File: config.mk
export PLATFORM = sky130hd
export DESIGN_NAME = waitcnt_scoreboard
export DESIGN_NICKNAME = d
export VERILOG_FILES = /design/src/rtl/wcnt_pkg.sv /design/src/rtl/wcnt_event_map.sv /design/src/rtl/wcnt_counter.sv /design/src/rtl/wcnt_wait_ctl.sv /design/src/rtl/waitcnt_scoreboard.sv
export SDC_FILE = /design/constraint.sdc
export NUM_CORES = 1
export LEC_CHECK = 0
export CAP_MARGIN = 20
export CORE_ASPECT_RATIO = 0.7
export CORE_MARGIN = 2
export CORE_UTILIZATION = 58
export DETAILED_ROUTE_END_ITERATION = 8
export DONT_BUFFER_PORTS = 1
export PLACE_DENSITY = 0.76
export SYNTH_ARGS = -nofsm -noshare
export SYNTH_HDL_FRONTEND = slang
export SYNTH_HIERARCHICAL = 1
export SYNTH_SLANG_ARGS = --single-unit
File: constraint.sdc
create_clock -name clk -period 3.85 [get_ports clk]
set_input_delay 0.77 -clock clk [delete_from_list [all_inputs] [get_ports clk]]
set_output_delay 0.77 -clock clk [all_outputs]
set_load 0.005 [all_outputs]
File: src/rtl/wcnt_pkg.sv
package wcnt_pkg;

  typedef enum logic [1:0] {
    MC_VMEM   = 2'd0,
    MC_LGKM   = 2'd1,
    MC_FLAT   = 2'd2,
    MC_EXPORT = 2'd3
  } mem_cls_e;

  localparam int NUM_CLS = 3;
  localparam int IDX_VM  = 0;
  localparam int IDX_EXP = 1;
  localparam int IDX_LG  = 2;

  // number of asserted event bits, as a 3-bit count
  function automatic logic [2:0] ev_count(input logic [3:0] ev);
    return 3'(ev[0]) + 3'(ev[1]) + 3'(ev[2]) + 3'(ev[3]);
  endfunction

endpackage

File: src/rtl/wcnt_event_map.sv
module wcnt_event_map
  import wcnt_pkg::*;
(
  input  logic       issue_vld,
  input  logic [1:0] issue_cls,
  input  logic       gm_done,
  input  logic       lm_done,
  input  logic       sm_done,
  input  logic       exp_done,
  input  logic       drop_vld,
  input  logic       flat_res_vld,
  input  logic       flat_res_global,
  output logic [NUM_CLS-1:0][2:0] inc_n,
  output logic [NUM_CLS-1:0][2:0] dec_n
);

  logic is_vm, is_lg, is_ex, flat_glb, flat_loc;

  always_comb begin
    is_vm    = issue_vld && (issue_cls == MC_VMEM || issue_cls == MC_FLAT);
    is_lg    = issue_vld && (issue_cls == MC_LGKM || issue_cls == MC_FLAT);
    is_ex    = issue_vld && (issue_cls == MC_EXPORT);
    flat_glb = flat_res_vld && flat_res_global;
    flat_loc = flat_res_vld && !flat_res_global;

    inc_n[IDX_VM]  = ev_count({3'b000, is_vm});
    inc_n[IDX_EXP] = ev_count({3'b000, is_ex});
    inc_n[IDX_LG]  = ev_count({3'b000, is_lg});

    dec_n[IDX_VM]  = ev_count({1'b0, gm_done, drop_vld, flat_loc});
    dec_n[IDX_EXP] = ev_count({3'b000, exp_done});
    dec_n[IDX_LG]  = ev_count({lm_done, sm_done, drop_vld, flat_glb});
  end

endmodule

File: src/rtl/wcnt_counter.sv
module wcnt_counter #(
  parameter int CNT_W = 6
) (
  input  logic             clk,
  input  logic             rst_n,
  input  logic [2:0]       inc_n,
  input  logic [2:0]       dec_n,
  output logic [CNT_W-1:0] cnt,
  output logic             under,
  output logic             over
);

  localparam int SW = CNT_W + 4;
  localparam logic signed [SW-1:0] SMAX = SW'((1 << CNT_W) - 1);

  function automatic logic signed [SW-1:0] apply_net(
    input logic [CNT_W-1:0] cur,
    input logic [2:0]       up,
    input logic [2:0]       dn
  );
    return $signed({4'b0000, cur})
         + $signed({{(SW-3){1'b0}}, up})
         - $signed({{(SW-3){1'b0}}, dn});
  endfunction

  logic signed [SW-1:0] sum;
  logic [CNT_W-1:0]     nxt;

  always_comb begin
    sum   = apply_net(cnt, inc_n, dec_n);
    under = (sum < 0);
    over  = (sum > SMAX);
    if (under)     nxt = '0;
    else if (over) nxt = '1;
    else           nxt = sum[CNT_W-1:0];
  end

  always_ff @(posedge clk) begin
    if (!rst_n) cnt <= '0;
    else        cnt <= nxt;
  end

endmodule

File: src/rtl/wcnt_wait_ctl.sv
module wcnt_wait_ctl
  import wcnt_pkg::*;
#(
  parameter int CNT_W = 6,
  parameter int THR_W = CNT_W + 1
) (
  input  logic                          clk,
  input  logic                          rst_n,
  input  logic                          load,
  input  logic                          clear,
  input  logic [NUM_CLS-1:0][THR_W-1:0] thr_in,
  input  logic [NUM_CLS-1:0][CNT_W-1:0] cnt_in,
  output logic                          waiting,
  output logic                          met
);

  localparam logic [THR_W-1:0] THR_IGNORE = '1;

  logic [NUM_CLS-1:0][THR_W-1:0] thr_q;
  logic [NUM_CLS-1:0]            cls_ok;

  always_ff @(posedge clk) begin
    if (!rst_n || clear) begin
      thr_q   <= {NUM_CLS{THR_IGNORE}};
      waiting <= 1'b0;
    end else if (load) begin
      thr_q   <= thr_in;
      waiting <= 1'b1;
    end
  end

  for (genvar k = 0; k < NUM_CLS; k++) begin : g_cmp
    assign cls_ok[k] = (thr_q[k] == THR_IGNORE) ||
                       ({{(THR_W-CNT_W){1'b0}}, cnt_in[k]} <= thr_q[k]);
  end

  assign met = &cls_ok;

endmodule

File: src/rtl/waitcnt_scoreboard.sv
module waitcnt_scoreboard
  import wcnt_pkg::*;
#(
  parameter int CNT_W = 6,
  localparam int THR_W = CNT_W + 1
) (
  input  logic             clk,
  input  logic             rst_n,
  input  logic             issue_vld,
  input  logic [1:0]       issue_cls,
  input  logic             gm_done,
  input  logic             lm_done,
  input  logic             sm_done,
  input  logic             exp_done,
  input  logic             drop_vld,
  input  logic             flat_res_vld,
  input  logic             flat_res_global,
  input  logic             wait_load,
  input  logic             wait_clear,
  input  logic [THR_W-1:0] thr_vm,
  input  logic [THR_W-1:0] thr_exp,
  input  logic [THR_W-1:0] thr_lgkm,
  output logic [CNT_W-1:0] vm_cnt,
  output logic [CNT_W-1:0] exp_cnt,
  output logic [CNT_W-1:0] lgkm_cnt,
  output logic             wait_active,
  output logic             wait_met,
  output logic             stall,
  output logic             cnt_err
);

  logic [NUM_CLS-1:0][2:0]       inc_n;
  logic [NUM_CLS-1:0][2:0]       dec_n;
  logic [NUM_CLS-1:0][CNT_W-1:0] cnt_all;
  logic [NUM_CLS-1:0]            under_v;
  logic [NUM_CLS-1:0]            over_v;
  logic                          any_under;
  logic                          any_over;

  wcnt_event_map u_map (
    .issue_vld       (issue_vld),
    .issue_cls       (issue_cls),
    .gm_done         (gm_done),
    .lm_done         (lm_done),
    .sm_done         (sm_done),
    .exp_done        (exp_done),
    .drop_vld        (drop_vld),
    .flat_res_vld    (flat_res_vld),
    .flat_res_global (flat_res_global),
    .inc_n           (inc_n),
    .dec_n           (dec_n)
  );

  for (genvar k = 0; k < NUM_CLS; k++) begin : g_cnt
    wcnt_counter #(.CNT_W(CNT_W)) u_cnt (
      .clk   (clk),
      .rst_n (rst_n),
      .inc_n (inc_n[k]),
      .dec_n (dec_n[k]),
      .cnt   (cnt_all[k]),
      .under (under_v[k]),
      .over  (over_v[k])
    );
  end

  assign vm_cnt    = cnt_all[IDX_VM];
  assign exp_cnt   = cnt_all[IDX_EXP];
  assign lgkm_cnt  = cnt_all[IDX_LG];
  assign any_under = |under_v;
  assign any_over  = |over_v;

  wcnt_wait_ctl #(.CNT_W(CNT_W), .THR_W(THR_W)) u_wait (
    .clk     (clk),
    .rst_n   (rst_n),
    .load    (wait_load),
    .clear   (wait_clear),
    .thr_in  ({thr_lgkm, thr_exp, thr_vm}),
    .cnt_in  (cnt_all),
    .waiting (wait_active),
    .met     (wait_met)
  );

  assign stall = wait_active && !wait_met;

  always_ff @(posedge clk) begin
    if (!rst_n) cnt_err <= 1'b0;
    else        cnt_err <= cnt_err | any_under | any_over;
  end

endmodule

==> report_table.html <==
<table>
<tr><th>Metric</th><th>Value</th></tr>
<tr><th colspan="2">Synth</th></tr>
<tr><td>Dominant cell type by area after synthesis</td><td>dfxtp_1</td></tr>
<tr><td>Number of flip-flops and latches in the synthesized netlist</td><td>41</td></tr>
<tr><td>Number of distinct standard cells referenced by the synthesized netlist</td><td>45</td></tr>
<tr><td>Synth warnings</td><td>6</td></tr>
<tr><td>Number of cells produced by synthesis</td><td>390</td></tr>
<tr><td>Sequential area share after synthesis</td><td>0.243</td></tr>
<tr><td>Top cell type's share of synthesized area</td><td>0.243</td></tr>
<tr><td>Primary flip-flop cell chosen by synthesis mapping</td><td>dfxtp_1</td></tr>
<tr><td>Synth Area per Inst</td><td>8.68 um2</td></tr>
<tr><td>Biggest area contributors in the synthesized netlist</td><td>dfxtp_1 24%, ha_1 17%, inv_1 8.1%, fa_1 6.5%, o211ai_1 4.2%</td></tr>
<tr><td>Cell area after technology mapping</td><td>0.00338 mm2</td></tr>
<tr><td>Async SR Flop Fraction</td><td>0</td></tr>
<tr><td>Number of enable flip-flop cells after synthesis</td><td>0</td></tr>
<tr><th colspan="2">Timing</th></tr>
<tr><td>Clock skew after layout</td><td>0.00419 ns</td></tr>
<tr><td>Count of endpoints failing setup in the final report</td><td>0</td></tr>
<tr><td>Worst-case hold slack</td><td>0.491 ns</td></tr>
<tr><td>Unrepaired setup endpoints after global routing</td><td>no</td></tr>
<tr><td>Fmax achieved</td><td>0.280 GHz</td></tr>
<tr><td>Final number of hold-violating endpoints</td><td>0</td></tr>
<tr><td>Max-slew violation count</td><td>0</td></tr>
<tr><td>Final worst path period need</td><td>about 3.6 ns</td></tr>
<tr><td>Part of the cycle the worst path needs</td><td>0.927</td></tr>
<tr><td>Setup TNS</td><td>0 ns</td></tr>
<tr><th colspan="2">Power</th></tr>
<tr><td>Sequential share of power</td><td>0.239</td></tr>
<tr><td>Post-layout total power</td><td>2770 uW</td></tr>
<tr><td>Gate power share</td><td>0.641</td></tr>
<tr><td>Internal power</td><td>1490 uW</td></tr>
<tr><td>Net switching power figure</td><td>1280 uW</td></tr>
<tr><td>VDD IR max</td><td>470 uV</td></tr>
<tr><td>Power density normalized to cell area</td><td>778 mW/mm2</td></tr>
<tr><td>Sw Ratio</td><td>0.462</td></tr>
<tr><td>Leakage dissipation</td><td>0.00176 uW</td></tr>
<tr><td>Proportion of power drawn by the clock network</td><td>0.120</td></tr>
<tr><th colspan="2">Cells and area</th></tr>
<tr><td>Finished Core Util</td><td>0.627</td></tr>
<tr><td>Ant diodes</td><td>0</td></tr>
<tr><td>Layout fillers</td><td>501</td></tr>
<tr><td>Area growth from synthesis to layout</td><td>5.03%</td></tr>
<tr><td>Nets</td><td>487</td></tr>
<tr><td>Layout cells sized above 1</td><td>0.0964</td></tr>
<tr><th colspan="2">Run status</th></tr>
<tr><td>Status</td><td>finished clean</td></tr>
<tr><th colspan="2">Clock network</th></tr>
<tr><td>Total of hold buffers inserted after clock tree synthesis</td><td>0</td></tr>
<tr><td>Number of buffers on the longest clock path</td><td>2</td></tr>
<tr><td>CTS tree</td><td>built</td></tr>
<tr><td>Total number of clock tree sinks</td><td>41</td></tr>
<tr><td>Clock edge transition at the registers on the reported setup and hold paths</td><td>0.08 ns</td></tr>
<tr><td>Root Buffer Master</td><td>clkbuf_8</td></tr>
<tr><td>Number of levels in the clock H-tree</td><td>2</td></tr>
<tr><td>Clock latency on the worst-skew pair</td><td>0.29 ns</td></tr>
<tr><td>Post-CTS setup repair buffer count</td><td>0</td></tr>
<tr><td>Cells resized by post-CTS repair</td><td>0</td></tr>
<tr><td>Number of buffers added by the clock tree synthesis step</td><td>5</td></tr>
<tr><th colspan="2">Setup path</th></tr>
<tr><td>Kind of critical path</td><td>in -&gt; reg</td></tr>
<tr><td>Crit Path Max Fanout</td><td>4</td></tr>
<tr><td>Gate family responsible for the most delay along the worst path</td><td>adder cells</td></tr>
<tr><td>Crit path max-delay cell type</td><td>fa_1</td></tr>
<tr><td>Critical path launch point type</td><td>primary input</td></tr>
<tr><td>Slack of the worst reg-to-reg path</td><td>1.13 ns</td></tr>
<tr><td>Critical path data required time</td><td>4.05 ns</td></tr>
<tr><td>Cells along the critical path</td><td>inv_1 &gt; fa_1 &gt; inv_1 &gt; ha_1 &gt; ha_1 &gt; fa_1 &gt; inv_1 &gt; fa_1 &gt; a211oi_2 &gt; or4_4 &gt; nand3_2 &gt; buf_4 &gt; a211oi_1</td></tr>
<tr><td>Buffers plus inverters on the worst setup path</td><td>4</td></tr>
<tr><td>Crit path arrival time</td><td>~3.8 ns</td></tr>
<tr><td>Highest cell delay on the worst timing path</td><td>0.52 ns</td></tr>
<tr><td>Type of element capturing the critical path</td><td>flip-flop</td></tr>
<tr><th colspan="2">Die</th></tr>
<tr><td>Starting density of the core</td><td>0.597</td></tr>
<tr><td>Die extent in x</td><td>around 95 um</td></tr>
<tr><td>Floorplan row count</td><td>23</td></tr>
<tr><td>Die height</td><td>67.9 um</td></tr>
<tr><td>Core region area</td><td>0.00567 mm2</td></tr>
<tr><td>Number of placed I/O pins</td><td>57</td></tr>
<tr><td>Die footprint</td><td>0.00647 mm2</td></tr>
<tr><th colspan="2">Placement</th></tr>
<tr><td>Detail Placement HPWL</td><td>5830 um</td></tr>
<tr><td>GP Congestion</td><td>approximately 0.89</td></tr>
<tr><td>Port Buffer Count</td><td>0</td></tr>
<tr><th colspan="2">Detailed routing</th></tr>
<tr><td>Routed Wire Length</td><td>just over 7000 um</td></tr>
<tr><td>Via/cell ratio</td><td>5.64</td></tr>
<tr><td>Detailed-router iteration count before antenna repair</td><td>4</td></tr>
<tr><td>Routed wirelength normalized by instance count</td><td>15.3 um</td></tr>
<tr><td>Number of antenna-violating nets in the routed design</td><td>0</td></tr>
<tr><td>Detailed Route Iter0 Violations</td><td>about 130</td></tr>
<tr><td>Count of unresolved DRC violations after routing</td><td>0</td></tr>
<tr><td>Number of vias in the routed layout</td><td>2,645</td></tr>
<tr><th colspan="2">GRT</th></tr>
<tr><td>GR Overflow Total</td><td>0</td></tr>
<tr><td>Number of antenna violations at the first check in global routing</td><td>0</td></tr>
<tr><td>First-pass GRT wire length</td><td>about 12,000 um</td></tr>
<tr><td>All-Layer GR Usage</td><td>0.230</td></tr>
<tr><td>Maximum number of pins on one net before global-route repair</td><td>38</td></tr>
<tr><td>Via count of the first global-routing pass</td><td>2,488</td></tr>
<tr><th colspan="2">Job</th></tr>
<tr><td>MaxCap Viol Count</td><td>0</td></tr>
<tr><th colspan="2">Min path</th></tr>
<tr><td>Path category of the worst min-delay check</td><td>reg -&gt; reg</td></tr>
</table>
[worst reg2reg max path: cells and delay by family (launching register included)]
kind	cells	cell delay, ns
adders and majority gates	2	0.96
AOI/OAI and AO/OA	3	0.60
and+or+nand+nor	3	0.49
DFF	1	0.42
buffers and inverters	2	0.15
[cell usage after synthesis (4+ instances only)]
master    instances
inv_1            73
ha_1             47
dfxtp_1          41
nand2_1          27
o211ai_1         19
a211oi_1         18
a21oi_1          14
buf_4            13
nor2_1           12
fa_1             11
nor3_1            9
a31oi_1           6
and3b_1           6
buf_2             6
mux2i_1           6
o21ai_1           6
xor2_1            6
a21o_1            5
nor3b_1           5
o21ai_0           5
a211oi_2          4
a21oi_2           4
nand3_1           4
[through the flow]
step           instance area [um2]  cells  worst slack (ns)
4_1_cts                       3550    469             0.266
5_1_grt                       3550    469             0.120
6_report                      3550    469             0.283
2_1_floorplan                 3420    398            0.0315
3_3_place_gp                  3450    462            0.0475
3_5_place_dp                  3450    462           -0.0517
[metal layers]
metal,GRT usage,up-vias,wire length [um]
met3,0.0617,6,477
met1,0.317,1218,3450
li1,-,1353,-
met2,0.364,68,3190
met5,0,-,0
met4,0.0489,0,46
[power groups by stage]
stage	sequential, uW	clock [uW]	combinational, uW
2_1_floorplan	616	0	1370
3_3_place_gp	666	0	1680
3_5_place_dp	671	0	1750
4_1_cts	662	340	1760
5_1_grt	675	356	1990
6_report	662	332	1770
[flip-flops by register name (all words and copies together) (netlist names)]
register	count
cnt_err	1
u_wait/waiting	1
u_wait/thr_q	21
g_cnt.u_cnt/cnt	18
[kinds of logic after synthesis]
kind of cell,count (synthesis),share of synthesized area
buffers and inverters,92,0.119
muxes,6,0.0177
adders and majority gates,58,0.239
and+or+nand+nor,85,0.150
xor gates and xnor gates,9,0.0233
AOI/OAI and AO/OA,98,0.208
DFF,41,0.243
other,1,0.00111
[placed cells by master, fill, tap and decap left out, drive strengths merged, types with 4 or more instances in the layout]
master | Yosys | final
a21oi | 18 | 18
nor2 | 12 | 12
and3b | 6 | 6
a31oi | 6 | 6
nor3b | 5 | 5
fa | 11 | 11
mux2i | 6 | 6
nor3 | 9 | 9
a211oi | 22 | 22
nor2b | 4 | 4
clkbuf | 0 | 5
o21ai | 11 | 11
nand3 | 7 | 7
inv | 73 | 73
buf | 19 | 8
a21o | 8 | 8
o211ai | 19 | 19
dfxtp | 41 | 41
xor2 | 6 | 6
nand2 | 27 | 27
ha | 47 | 47
conb | 1 | 9
[layout make-up]
cell class	instances	area [um2]	area share
clock buffers	5	68.8	0.0194
clock inverters	2	35.0	0.00986
inverters	73	274	0.0771
multi-input cells	265	2200	0.619
flip-flops and latches	41	821	0.231
well taps	75	93.8	0.0264
repair buffers	8	60.1	0.0169
[path summary, 6_finish.rpt]
| check | startpoint | cells past startpoint | to |
|---|---|---|---|
| worst max-delay path | lm_done | 13 | g_cnt[2].u_cnt/cnt[4]$_SDFF_PP0_ |
| worst min-delay path | u_wait/thr_q[20]$_SDFFE_PP1P_ | 2 | u_wait/thr_q[20]$_SDFFE_PP1P_ |
| worst max register to register | g_cnt[0].u_cnt/cnt[1]$_SDFF_PP0_ | 10 | cnt_err$_SDFF_PN0_ |
| worst min register to register | u_wait/thr_q[20]$_SDFFE_PP1P_ | 2 | u_wait/thr_q[20]$_SDFFE_PP1P_ |
(Power assumes the default switching activity.)
